===== src/rtl/sertx_pkg.sv =====
// Package: shared state encoding for the serial transmitter.
// Assumes: used by all sertx_* modules.
package sertx_pkg;

    typedef enum logic [2:0] {
        ST_IDLE,
        ST_START,
        ST_DATA,
        ST_PAR,
        ST_STOP
    } tx_state_e;

endpackage


===== src/rtl/sertx_baud.sv =====
// Module: sertx_baud
// Produces one tick per bit period of 16(n+1) count-source enables.
// Assumes: the counter is held at zero while run is low, so a bit period
// starts exactly on the cycle after a frame is loaded.
module sertx_baud #(
    parameter int DIV_W = 8
) (
    input  logic             clk,
    input  logic             rst_n,
    input  logic             run,
    input  logic             src_en,
    input  logic [DIV_W-1:0] div_n,
    output logic             tick
);
    localparam int CNT_W = DIV_W + 4;

    logic [CNT_W-1:0] cnt;
    logic [CNT_W-1:0] limit;

    // Last count value of a bit: 16*n + 15.
    assign limit = {div_n, 4'hF};
    assign tick  = run && src_en && (cnt == limit);

    // Count enabled source cycles within the current bit.
    always_ff @(posedge clk) begin
        if (!rst_n || !run) begin
            cnt <= '0;
        end else if (src_en) begin
            cnt <= (cnt == limit) ? '0 : cnt + 1'b1;
        end
    end
endmodule


===== src/rtl/sertx_hold.sv =====
// Module: sertx_hold
// One-entry holding register in front of the shift stage.
// Assumes: a write in the same cycle as a take refills the entry (the
// taken word is the older one); a write to a full entry overwrites it.
module sertx_hold #(
    parameter int DATA_W = 9
) (
    input  logic              clk,
    input  logic              rst_n,
    input  logic              wr_en,
    input  logic [DATA_W-1:0] wr_data,
    input  logic              take,
    output logic [DATA_W-1:0] data,
    output logic              full
);
    // Track occupancy; writes win over a take.
    always_ff @(posedge clk) begin
        if (!rst_n) begin
            full <= 1'b0;
        end else if (wr_en) begin
            full <= 1'b1;
        end else if (take) begin
            full <= 1'b0;
        end
    end

    // Capture written data.
    always_ff @(posedge clk) begin
        if (!rst_n) begin
            data <= '0;
        end else if (wr_en) begin
            data <= wr_data;
        end
    end
endmodule


===== src/rtl/sertx_shift.sv =====
// Module: sertx_shift
// Frame sequencer and shift register: start, data (LSB first), optional
// parity, one or two stop bits. Frame options are latched at load so a
// change in the middle of a frame only affects the next frame.
// Assumes: DATA_W-1 base data bits, plus a top bit sent only in the
// extended mode; load has priority over tick.
module sertx_shift
    import sertx_pkg::*;
#(
    parameter int DATA_W = 9
) (
    input  logic              clk,
    input  logic              rst_n,
    input  logic              tick,
    input  logic              load,
    input  logic [DATA_W-1:0] load_data,
    input  logic              nine,
    input  logic              par_en,
    input  logic              par_odd,
    input  logic              two_stop,
    output logic              txd,
    output logic              idle,
    output logic              frame_done
);
    localparam int IDX_W = $clog2(DATA_W + 1);

    tx_state_e         state;
    logic [DATA_W-1:0] sreg;
    logic [DATA_W-1:0] masked;
    logic [IDX_W-1:0]  bit_idx;
    logic [IDX_W-1:0]  last_idx;
    logic              par_bit;
    logic              extra_stop;
    logic              f_par_en;

    // Drop the top data bit unless the extended width is selected.
    for (genvar i = 0; i < DATA_W; i++) begin : g_mask
        if (i < DATA_W - 1) begin : g_base
            assign masked[i] = load_data[i];
        end else begin : g_top
            assign masked[i] = load_data[i] & nine;
        end
    end

    assign idle       = (state == ST_IDLE);
    assign frame_done = tick && (state == ST_STOP) && !extra_stop;

    // Sequence the frame one bit per tick.
    always_ff @(posedge clk) begin
        if (!rst_n) begin
            state      <= ST_IDLE;
            sreg       <= '0;
            bit_idx    <= '0;
            last_idx   <= '0;
            par_bit    <= 1'b0;
            extra_stop <= 1'b0;
            f_par_en   <= 1'b0;
        end else if (load) begin
            state      <= ST_START;
            sreg       <= masked;
            bit_idx    <= '0;
            last_idx   <= nine ? IDX_W'(DATA_W - 1) : IDX_W'(DATA_W - 2);
            par_bit    <= (^masked) ^ par_odd;
            extra_stop <= two_stop;
            f_par_en   <= par_en;
        end else if (tick) begin
            case (state)
                ST_START: state <= ST_DATA;
                ST_DATA: begin
                    sreg    <= sreg >> 1;
                    bit_idx <= bit_idx + 1'b1;
                    if (bit_idx == last_idx) begin
                        state <= f_par_en ? ST_PAR : ST_STOP;
                    end
                end
                ST_PAR:  state <= ST_STOP;
                ST_STOP: begin
                    if (extra_stop) begin
                        extra_stop <= 1'b0;
                    end else begin
                        state <= ST_IDLE;
                    end
                end
                default: state <= ST_IDLE;
            endcase
        end
    end

    // Drive the line level for the current bit.
    always_comb begin
        case (state)
            ST_START: txd = 1'b0;
            ST_DATA:  txd = sreg[0];
            ST_PAR:   txd = par_bit;
            default:  txd = 1'b1;
        endcase
    end
endmodule


===== src/rtl/sertx_irq.sv =====
// Module: sertx_irq
// Sticky interrupt request with a selectable trigger.
// Assumes: set wins over acknowledge in the same cycle.
module sertx_irq (
    input  logic clk,
    input  logic rst_n,
    input  logic sel,
    input  logic taken,
    input  logic frame_done,
    input  logic buf_full,
    input  logic ack,
    output logic irq
);
    logic set_ev;

    // Select the trigger: word taken, or frame ended with nothing waiting.
    assign set_ev = sel ? (frame_done && !taken && !buf_full) : taken;

    // Hold the request until acknowledged.
    always_ff @(posedge clk) begin
        if (!rst_n) begin
            irq <= 1'b0;
        end else if (set_ev) begin
            irq <= 1'b1;
        end else if (ack) begin
            irq <= 1'b0;
        end
    end
endmodule


===== src/rtl/sertx_top.sv =====
// Module: sertx_top
// Buffered serial transmitter: holding register, bit timer, frame shifter
// and interrupt flag. A new frame starts only when enabled, a word is
// waiting and clear-to-send permits, either from idle or at the end of the
// last stop bit.
// Assumes: configuration inputs are quasi-static; cts_in is synchronous.
module sertx_top
    import sertx_pkg::*;
#(
    parameter int DIV_W  = 8,
    parameter int DATA_W = 9
) (
    input  logic              clk,
    input  logic              rst_n,
    input  logic              src_en,
    input  logic [DIV_W-1:0]  div_n,
    input  logic              cfg_tx_en,
    input  logic              cfg_nine_bit,
    input  logic              cfg_par_en,
    input  logic              cfg_par_odd,
    input  logic              cfg_two_stop,
    input  logic              cfg_fc_en,
    input  logic              cfg_irq_sel,
    input  logic              cts_in,
    input  logic              wr_en,
    input  logic [DATA_W-1:0] wr_data,
    input  logic              irq_ack,
    output logic              txd,
    output logic              buf_empty,
    output logic              shift_empty,
    output logic              irq
);
    logic              hold_full;
    logic [DATA_W-1:0] hold_data;
    logic              tick;
    logic              sh_idle;
    logic              frame_done;
    logic              may_start;
    logic              take;

    // Start permission and hand-over from the holding register.
    assign may_start = cfg_tx_en && hold_full && (!cfg_fc_en || !cts_in);
    assign take      = may_start && (sh_idle || frame_done);

    assign buf_empty   = !hold_full;
    assign shift_empty = sh_idle;

    sertx_hold #(.DATA_W(DATA_W)) u_hold (
        .clk     (clk),
        .rst_n   (rst_n),
        .wr_en   (wr_en),
        .wr_data (wr_data),
        .take    (take),
        .data    (hold_data),
        .full    (hold_full)
    );

    sertx_baud #(.DIV_W(DIV_W)) u_baud (
        .clk    (clk),
        .rst_n  (rst_n),
        .run    (!sh_idle),
        .src_en (src_en),
        .div_n  (div_n),
        .tick   (tick)
    );

    sertx_shift #(.DATA_W(DATA_W)) u_shift (
        .clk        (clk),
        .rst_n      (rst_n),
        .tick       (tick),
        .load       (take),
        .load_data  (hold_data),
        .nine       (cfg_nine_bit),
        .par_en     (cfg_par_en),
        .par_odd    (cfg_par_odd),
        .two_stop   (cfg_two_stop),
        .txd        (txd),
        .idle       (sh_idle),
        .frame_done (frame_done)
    );

    sertx_irq u_irq (
        .clk        (clk),
        .rst_n      (rst_n),
        .sel        (cfg_irq_sel),
        .taken      (take),
        .frame_done (frame_done),
        .buf_full   (hold_full),
        .ack        (irq_ack),
        .irq        (irq)
    );
endmodule


===== config.mk =====
export PLATFORM = sky130hd
export DESIGN_NAME = sertx_top
export DESIGN_NICKNAME = d
export VERILOG_FILES = /design/src/rtl/sertx_pkg.sv /design/src/rtl/sertx_baud.sv /design/src/rtl/sertx_hold.sv /design/src/rtl/sertx_shift.sv /design/src/rtl/sertx_irq.sv /design/src/rtl/sertx_top.sv
export SDC_FILE = /design/constraint.sdc
export NUM_CORES = 1
export LEC_CHECK = 0
export BUFFER_PORTS_ARGS = -buffer_cell sky130_fd_sc_hd__buf_2
export CAP_MARGIN = 10
export CELL_PAD_IN_SITES_DETAIL_PLACEMENT = 0
export CELL_PAD_IN_SITES_GLOBAL_PLACEMENT = 1
export CORE_MARGIN = 2
export CORE_UTILIZATION = 38
export CTS_CLUSTER_DIAMETER = 200
export DETAILED_ROUTE_END_ITERATION = 6
export PLACE_DENSITY = 0.82
export SLEW_MARGIN = 20
export SYNTH_ARGS = -nofsm -noshare
export SYNTH_HDL_FRONTEND = slang
export SYNTH_SLANG_ARGS = --single-unit

===== constraint.sdc =====
create_clock -name clk -period 2.35 [get_ports clk]
set_input_delay 0.1175 -clock clk [delete_from_list [all_inputs] [get_ports clk]]
set_output_delay 0.1175 -clock clk [all_outputs]
set_load 0.05 [all_outputs]

==> flow_metrics.env, run 1 <==
export IMPL_synth_area_um2=2120
export IMPL_hold_class="input pin to flop"
export IMPL_critPathTopFamily="simple AND/OR/NAND/NOR gates"
export IMPL_synth_seq_cells=44
export IMPL_post_route_period_util_pct=95.6
export IMPL_drc=0
export IMPL_worstSetupStartpointType="flop"
export IMPL_synth_top_area_share_pct=41.6
export IMPL_slowest_delay_ns=0.53
export IMPL_cp_required_ns=2.53
export IMPL_path_class="flop to flop"
export IMPL_dr_pass1_iters=4
export IMPL_post_drt_wl_per_cell_um=12.2
export IMPL_port_buffers=33
export IMPL_cp_arrival_ns=2.43
export IMPL_grt_pass1_vias=1564
export IMPL_htreeDepth=2
export IMPL_finalInstanceArea_um2=2510
export IMPL_critPathMaxFanout=11
export IMPL_fin_skew_ns=0.00650
export IMPL_grt_overflow_total=0
export IMPL_fp_dieH_um=78.7
export IMPL_rsz0062_at_grt="no"
export IMPL_syn_num_nets=267
export IMPL_setup_tns_ns=0
export IMPL_root_buffer="clkbuf_8"
export IMPL_post_cts_buffers=0
export IMPL_synth_top_cell_by_area="dfxtp_1"
export IMPL_path_clk_slew_ns=0.09
export IMPL_place_congestion=0.765
export IMPL_synth_avg_cell_area_um2=9.02
export IMPL_reg2reg_from="u_baud.cnt[1]$_SDFFE_PP0P_"
export IMPL_postRouteAntennaNets=0
export IMPL_insertion_delay_ns=0.29
export IMPL_cts_hold_buffers=0
export IMPL_synth_area_leaders="dfxtp_1 42%, mux2i_1 9.4%, xnor2_1 7.0%"
export IMPL_grt_max_degree=17
export IMPL_io_pins=34
export IMPL_syn_inst=235
export IMPL_cts_tree="yes"
export IMPL_rows=27
export IMPL_finalCriticalPeriod_ns=2.25
export IMPL_stdcell_count=345
export IMPL_antenna_found_initial=0
export IMPL_grt_pass1_wl_um=7340
export IMPL_power_frac_comb_pct=10.6
export IMPL_switchingPower_w=0.000372
export IMPL_avgViaCountPerCell=4.93
export IMPL_seq_area_frac_synth_pct=41.6
export IMPL_clockBufferDepth=2
export IMPL_path_cells="ha_2 > nand4_2 > or4_4 > or4b_4 > buf_4 > mux2i_1 > a21oi_1"
export IMPL_critPathBufInv=1
export IMPL_cts_sinks=44
export IMPL_seqPwrFrac_pct=51.2
export IMPL_critPathSlowestCell="or4b_4"
export IMPL_startpoint="u_baud.cnt[1]$_SDFFE_PP0P_"
export IMPL_grt_usage_pct=14.6
export IMPL_slew_viol_final=0
export IMPL_vias=1701
export IMPL_fp_coreArea_um2=5440
export IMPL_intPower_w=0.00117
export IMPL_yosys_warnings=0
export IMPL_hold_viol_final=0
export IMPL_diodes=0
export IMPL_swShare_pct=24.2
export IMPL_dpl_instance_area_um2=2390
export IMPL_fin_nets=304
export IMPL_worst_slew_pin_slew_ns=0.497
export IMPL_hpwlAfterDp_um=3020
export IMPL_drt_wl_total_um=4210
export IMPL_leakage_nw=1.04
export IMPL_initial_core_util_pct=39.0
export IMPL_timing_fmax_mhz=445
export IMPL_powerDensity_nw_per_um2=612
export IMPL_design_die_area_um2=6190
export IMPL_min_from="wr_data[3]"
export IMPL_p_clk_share_pct=38.2
export IMPL_dpl_cell_count=337
export IMPL_chipWidth_um=78.7
export IMPL_cts_resized=0
export IMPL_slew_headroom_pct=66.5
export IMPL_ys_types=41
export IMPL_status="complete, no violations"
export IMPL_numCtsBuffers=5
export IMPL_setup_viol=0
export IMPL_drive_gt1_share_pct=21.6
export IMPL_cap_violations=0
export IMPL_end_kind="flop"
export IMPL_drt_iter0_drc=76
export IMPL_area_delta_synth_final_pct=18.6
export IMPL_vdd_drop_max_uv=367
[final timing paths]
kind	to	slack, ns	cells past startpoint
worst max-delay path	u_shift.sreg[0]$_SDFFE_PN0P_	0.10	7
worst min-delay path	u_hold.data[3]$_SDFFE_PN0P_	0.05	3
worst max register to register	u_shift.sreg[0]$_SDFFE_PN0P_	0.10	7
worst min register to register	u_shift.last_idx[2]$_SDFFE_PN0P_	0.50	2
[registers in the layout, indices dropped and copies added (netlist names)]
register / cells
u_shift.extra_stop: 1
u_hold.full: 1
u_shift.bit_idx: 4
u_shift.f_par_en: 1
u_shift.last_idx: 2
u_irq.irq: 1
u_shift.par_bit: 1
u_shift.state: 3
u_baud.cnt: 12
u_hold.data: 9
u_shift.sreg: 9
[synthesized netlist by cell type]
cell and n:
nor4_1 2, o211a_1 1, nand2b_1 2, nor2_1 29
a32oi_1 1, or4b_4 1, nor3b_1 2, a2111oi_0 1
buf_6 1, and3_1 3, or4_4 1, nand2_1 14
o41ai_1 1, o22ai_1 1, buf_2 2, a21o_1 1
nand3b_1 1, inv_1 5, nand4_1 2, or2_2 1
o31a_1 1, xor2_1 13, nor2b_1 1, xnor2_1 17
o21ai_1 1, o21ai_0 7, dfxtp_1 44, nand3_1 6
o2bb2a_1 1, o31ai_1 8, a21oi_1 19, ha_1 2
mux2i_1 20, clkbuf_1 9, nor3_1 2, o21a_1 1
nand4_2 1, o41a_1 1, o211ai_1 2, or3_1 5
and4_1 2
[power groups by stage]
stage | registers, W | clock network [W] | logic (W)
final | 0.000788 | 0.000587 | 0.000164
after global routing | 0.000793 | 0.000629 | 0.000182
after CTS | 0.000788 | 0.000603 | 0.000165
after detailed placement | 0.000806 | 0 | 0.000164
after global placement | 0.000806 | 0 | 0.000163
after floorplan | 0.000800 | 0 | 0.000113
[final cells by class]
| type | instances | area [um^2] |
|---|---|---|
| Fill cell | 538 | 2930 |
| Multi-Input combinational cell | 174 | 1170 |
| Tap cell | 72 | 90.1 |
| Sequential cell | 44 | 883 |
| Clock inverter | 3 | 47.5 |
| Clock buffer | 5 | 68.8 |
| Inverter | 5 | 18.8 |
| Timing Repair Buffer | 42 | 233 |
[metal layers]
| layer | wire, um | GRT usage, % | vias to the layer above |
|---|---|---|---|
| li1 | - | - | 898 |
| met1 | 2120 | 20.7 | 773 |
| met2 | 1940 | 22.7 | 25 |
| met3 | 110 | 2.07 | 5 |
| met4 | 44 | 4.74 | 0 |
| met5 | 0 | 0 | - |
[worst min-delay path, delay by kind of cell]
kind	cells	cell delay [ns]
buffers and inverters	1	0.07
multiplexers	1	0.05
AND/OR/NAND/NOR	1	0.07
[metrics by stage]
stage / util (%) / worst slack (ns) / total power [W] / hold slack, ns
after global placement: 43.9 / 0.115 / 0.000968 / 0.349
after floorplan: - / 0.0441 / 0.000913 / 0.246
after global routing: 46.2 / 0.00720 / 0.00160 / 0.0590
final: 46.2 / 0.103 / 0.00154 / 0.0465
after detailed placement: 43.9 / 0.0867 / 0.000970 / 0.359
after CTS: 46.1 / 0.0694 / 0.00156 / 0.0412
[cells by family after synthesis]
logic type      Yosys count  synth area share, %
flops                    44                 41.6
compound gates           47                 14.0
mux                      20                 9.45
buf+inv                  17                 3.48
simple gates             75                 17.9
xor+xnor                 30                 12.4
fa+ha+maj                 2                 1.18
[layout by cell type, fill, tap and decap left out, drive strengths merged, types with 2 or more instances in the layout]
master and n:
o211ai 2, o31ai 8, a21oi 19, and4 2, dfxtp 44, and3 3, clkbuf 5, nand4 3
xor2 13, nor4 2, nand3 6, nand2b 2, nor3 2, clkinv 2, or3 5, ha 2
nor3b 2, xnor2 17, buf 42, o21ai 8, inv 5, mux2i 20, nor2 29, nand2 14
Note: power is estimated with default switching activity, not from simulation.
==> run 2, diff against run 1 <==
==> constraint.sdc (replaced) <==
create_clock -name clk -period 1.9 [get_ports clk]
set_input_delay 0.095 -clock clk [delete_from_list [all_inputs] [get_ports clk]]
set_output_delay 0.095 -clock clk [all_outputs]
set_load 0.05 [all_outputs]
==> flow_metrics.env, run 2 (synthesis gave the netlist of run 1 again) <==
export IMPL_status="complete, but fails checks"
export IMPL_failed_checks="negative setup slack"
export IMPL_fp_coreArea_um2=5440
export IMPL_antenna_found_initial=0
export IMPL_rows=27
export IMPL_drive_gt1_share_pct=28.5
export IMPL_timing_fmax_mhz=473
export IMPL_top_register="u_baud.cnt"
export IMPL_dpl_instance_area_um2=2550
export IMPL_fin_nets=323
export IMPL_drt_iter0_drc=95
export IMPL_area_delta_synth_final_pct=27.6
export IMPL_insertion_delay_ns=0.29
export IMPL_path_class="flop to flop"
export IMPL_path_clk_slew_ns=0.08
export IMPL_root_buffer="clkbuf_8"
export IMPL_top_regs="u_baud.cnt (12), u_hold.data (9), u_shift.sreg (9)"
export IMPL_cts_tree="yes"
export IMPL_intPower_w=0.00138
export IMPL_port_buffers=33
export IMPL_postRouteAntennaNets=0
export IMPL_io_pins=34
export IMPL_dpl_cell_count=353
export IMPL_avgViaCountPerCell=5.01
export IMPL_setup_ws_ns=-0.214
export IMPL_worst_slew_pin_slew_ns=0.468
export IMPL_final_common_cell="dfxtp_1"
export IMPL_finalCriticalPeriod_ns=2.11
export IMPL_switchingPower_w=0.000445
export IMPL_hold_class="input pin to flop"
export IMPL_hold_viol_final=0
export IMPL_place_congestion=0.784
export IMPL_slew_headroom_pct=68.8
export IMPL_cap_violations=0
export IMPL_design_die_area_um2=6190
export IMPL_vdd_drop_max_uv=386
export IMPL_grt_overflow_total=0
export IMPL_p_clk_share_pct=34.7
export IMPL_initial_core_util_pct=39.0
export IMPL_fin_skew_ns=0.00642
export IMPL_finalInstanceArea_um2=2710
export IMPL_hold_path_depth=3
export IMPL_cp_arrival_ns=2.34
export IMPL_vias=1818
export IMPL_fp_dieH_um=78.7
export IMPL_fill_cells=533
export IMPL_reg2regPathDepth=6
export IMPL_grt_max_degree=17
export IMPL_slew_viol_final=0
export IMPL_power_frac_comb_pct=11.9
export IMPL_end_kind="flop"
export IMPL_layout_common_cells="41 x dfxtp_1, 33 x buf_2, 29 x nor2_1"
export IMPL_drc=0
export IMPL_holdPathEnd="u_hold.data[8]$_SDFFE_PN0P_"
export IMPL_cts_hold_buffers=0
export IMPL_clockBufferDepth=2
export IMPL_grt_pass1_vias=1649
export IMPL_grt_pass1_wl_um=7530
export IMPL_cts_sinks=44
export IMPL_min_from="wr_data[8]"
export IMPL_cp_required_ns=2.12
export IMPL_dr_pass1_iters=4
export IMPL_seqPwrFrac_pct=53.4
export IMPL_numCtsBuffers=5
export IMPL_grt_usage_pct=15.2
export IMPL_post_route_period_util_pct=111
export IMPL_r2r_end="u_shift.bit_idx[3]$_SDFFE_PP0P_"
export IMPL_stdcell_count=363
export IMPL_post_drt_wl_per_cell_um=12.3
export IMPL_worstSetupStartpointType="flop"
export IMPL_powerDensity_nw_per_um2=674
export IMPL_leakage_nw=1.14
export IMPL_reg2reg_from="u_baud.cnt[1]$_SDFFE_PP0P_"
export IMPL_diodes=0
export IMPL_drt_wl_total_um=4460
export IMPL_htreeDepth=2
export IMPL_chipWidth_um=78.7
export IMPL_utilization_pct=49.7
export IMPL_startpoint="u_baud.cnt[1]$_SDFFE_PP0P_"
export IMPL_rsz0062_at_grt="yes"
export IMPL_largest_register_ffs=12
export IMPL_setup_viol=22
export IMPL_power_total_w=0.00182
export IMPL_regToRegSetupSlack_ns=-0.21
export IMPL_critPathMaxFanout=5
export IMPL_swShare_pct=24.4
export IMPL_hpwlAfterDp_um=3340
==> run 2: cell count changes in the layout (fill, tap and decap cells not counted), sizes merged <==
cell / before / now
bufinv: 1 / 0
clkbuf: 5 / 7
buf: 42 / 61
clkinv: 2 / 0
==> run 2: critical path, cell delays in order (launching register included) <==
cell and delay [ns]:
dfxtp_2 0.36, ha_4 0.15, nand4_4 0.07, or4_4 0.45, or4b_4 0.55, or3_1 0.33, a21oi_1 0.13
==> run 2: stage by stage <==
stage	TNS [ns]	hold WS, ns	setup slack (ns)
6_report	-3.15	0.0332	-0.214
5_1_grt	-6.30	0.0452	-0.307
4_1_cts	-3.15	0.0265	-0.223
3_5_place_dp	-3.64	0.336	-0.252
3_3_place_gp	-3.28	0.326	-0.228
2_1_floorplan	-3.23	0.224	-0.242
==> run 2: what timing repair did <==
item                       4_1_cts  5_1_grt
buffers inserted                 1        2
resized for setup                5        3
gates cloned                     0        0
pin swaps                        6        2
setup endpoints to repair       23       35
==> run 2: power groups by stage <==
stage,combinational [W],clock (W),sequential (W)
final,0.000218,0.000633,0.000973
after global routing,0.000240,0.000681,0.000978
after CTS,0.000219,0.000651,0.000973
after detailed placement,0.000213,0,0.000995
after global placement,0.000210,0,0.000994
after floorplan,0.000141,0,0.000990
==> run 2: layout make-up <==
cell class                 instances  area [um^2]  share of cell area (%)
tap                               72         90.1                    3.33
multi-input combinational        174         1220                    45.0
clock buffer                       7         96.3                    3.56
inverter                           5         18.8                   0.694
timing repair buffer              61          399                    14.8
sequential                        44          885                    32.7
==> run 2: worst max path at each step <==
stage | to | cells past startpoint
after global routing | u_shift.sreg[6]$_SDFFE_PN0P_ | 7
final | u_shift.bit_idx[3]$_SDFFE_PP0P_ | 6
after floorplan | u_shift.bit_idx[2]$_SDFFE_PP0P_ | 6
after detailed placement | u_shift.sreg[2]$_SDFFE_PN0P_ | 7
after CTS | u_shift.bit_idx[3]$_SDFFE_PP0P_ | 6
after global placement | u_shift.sreg[2]$_SDFFE_PN0P_ | 6
==> run 2: per-layer routing <==
layer / routed length [um] / up-vias / GRT usage (%)
li1: - / 938 / -
met1: 2260 / 846 / 21.3
met2: 1980 / 27 / 23.4
met3: 134 / 7 / 2.53
met4: 80 / 0 / 5.79
met5: 0 / - / 0
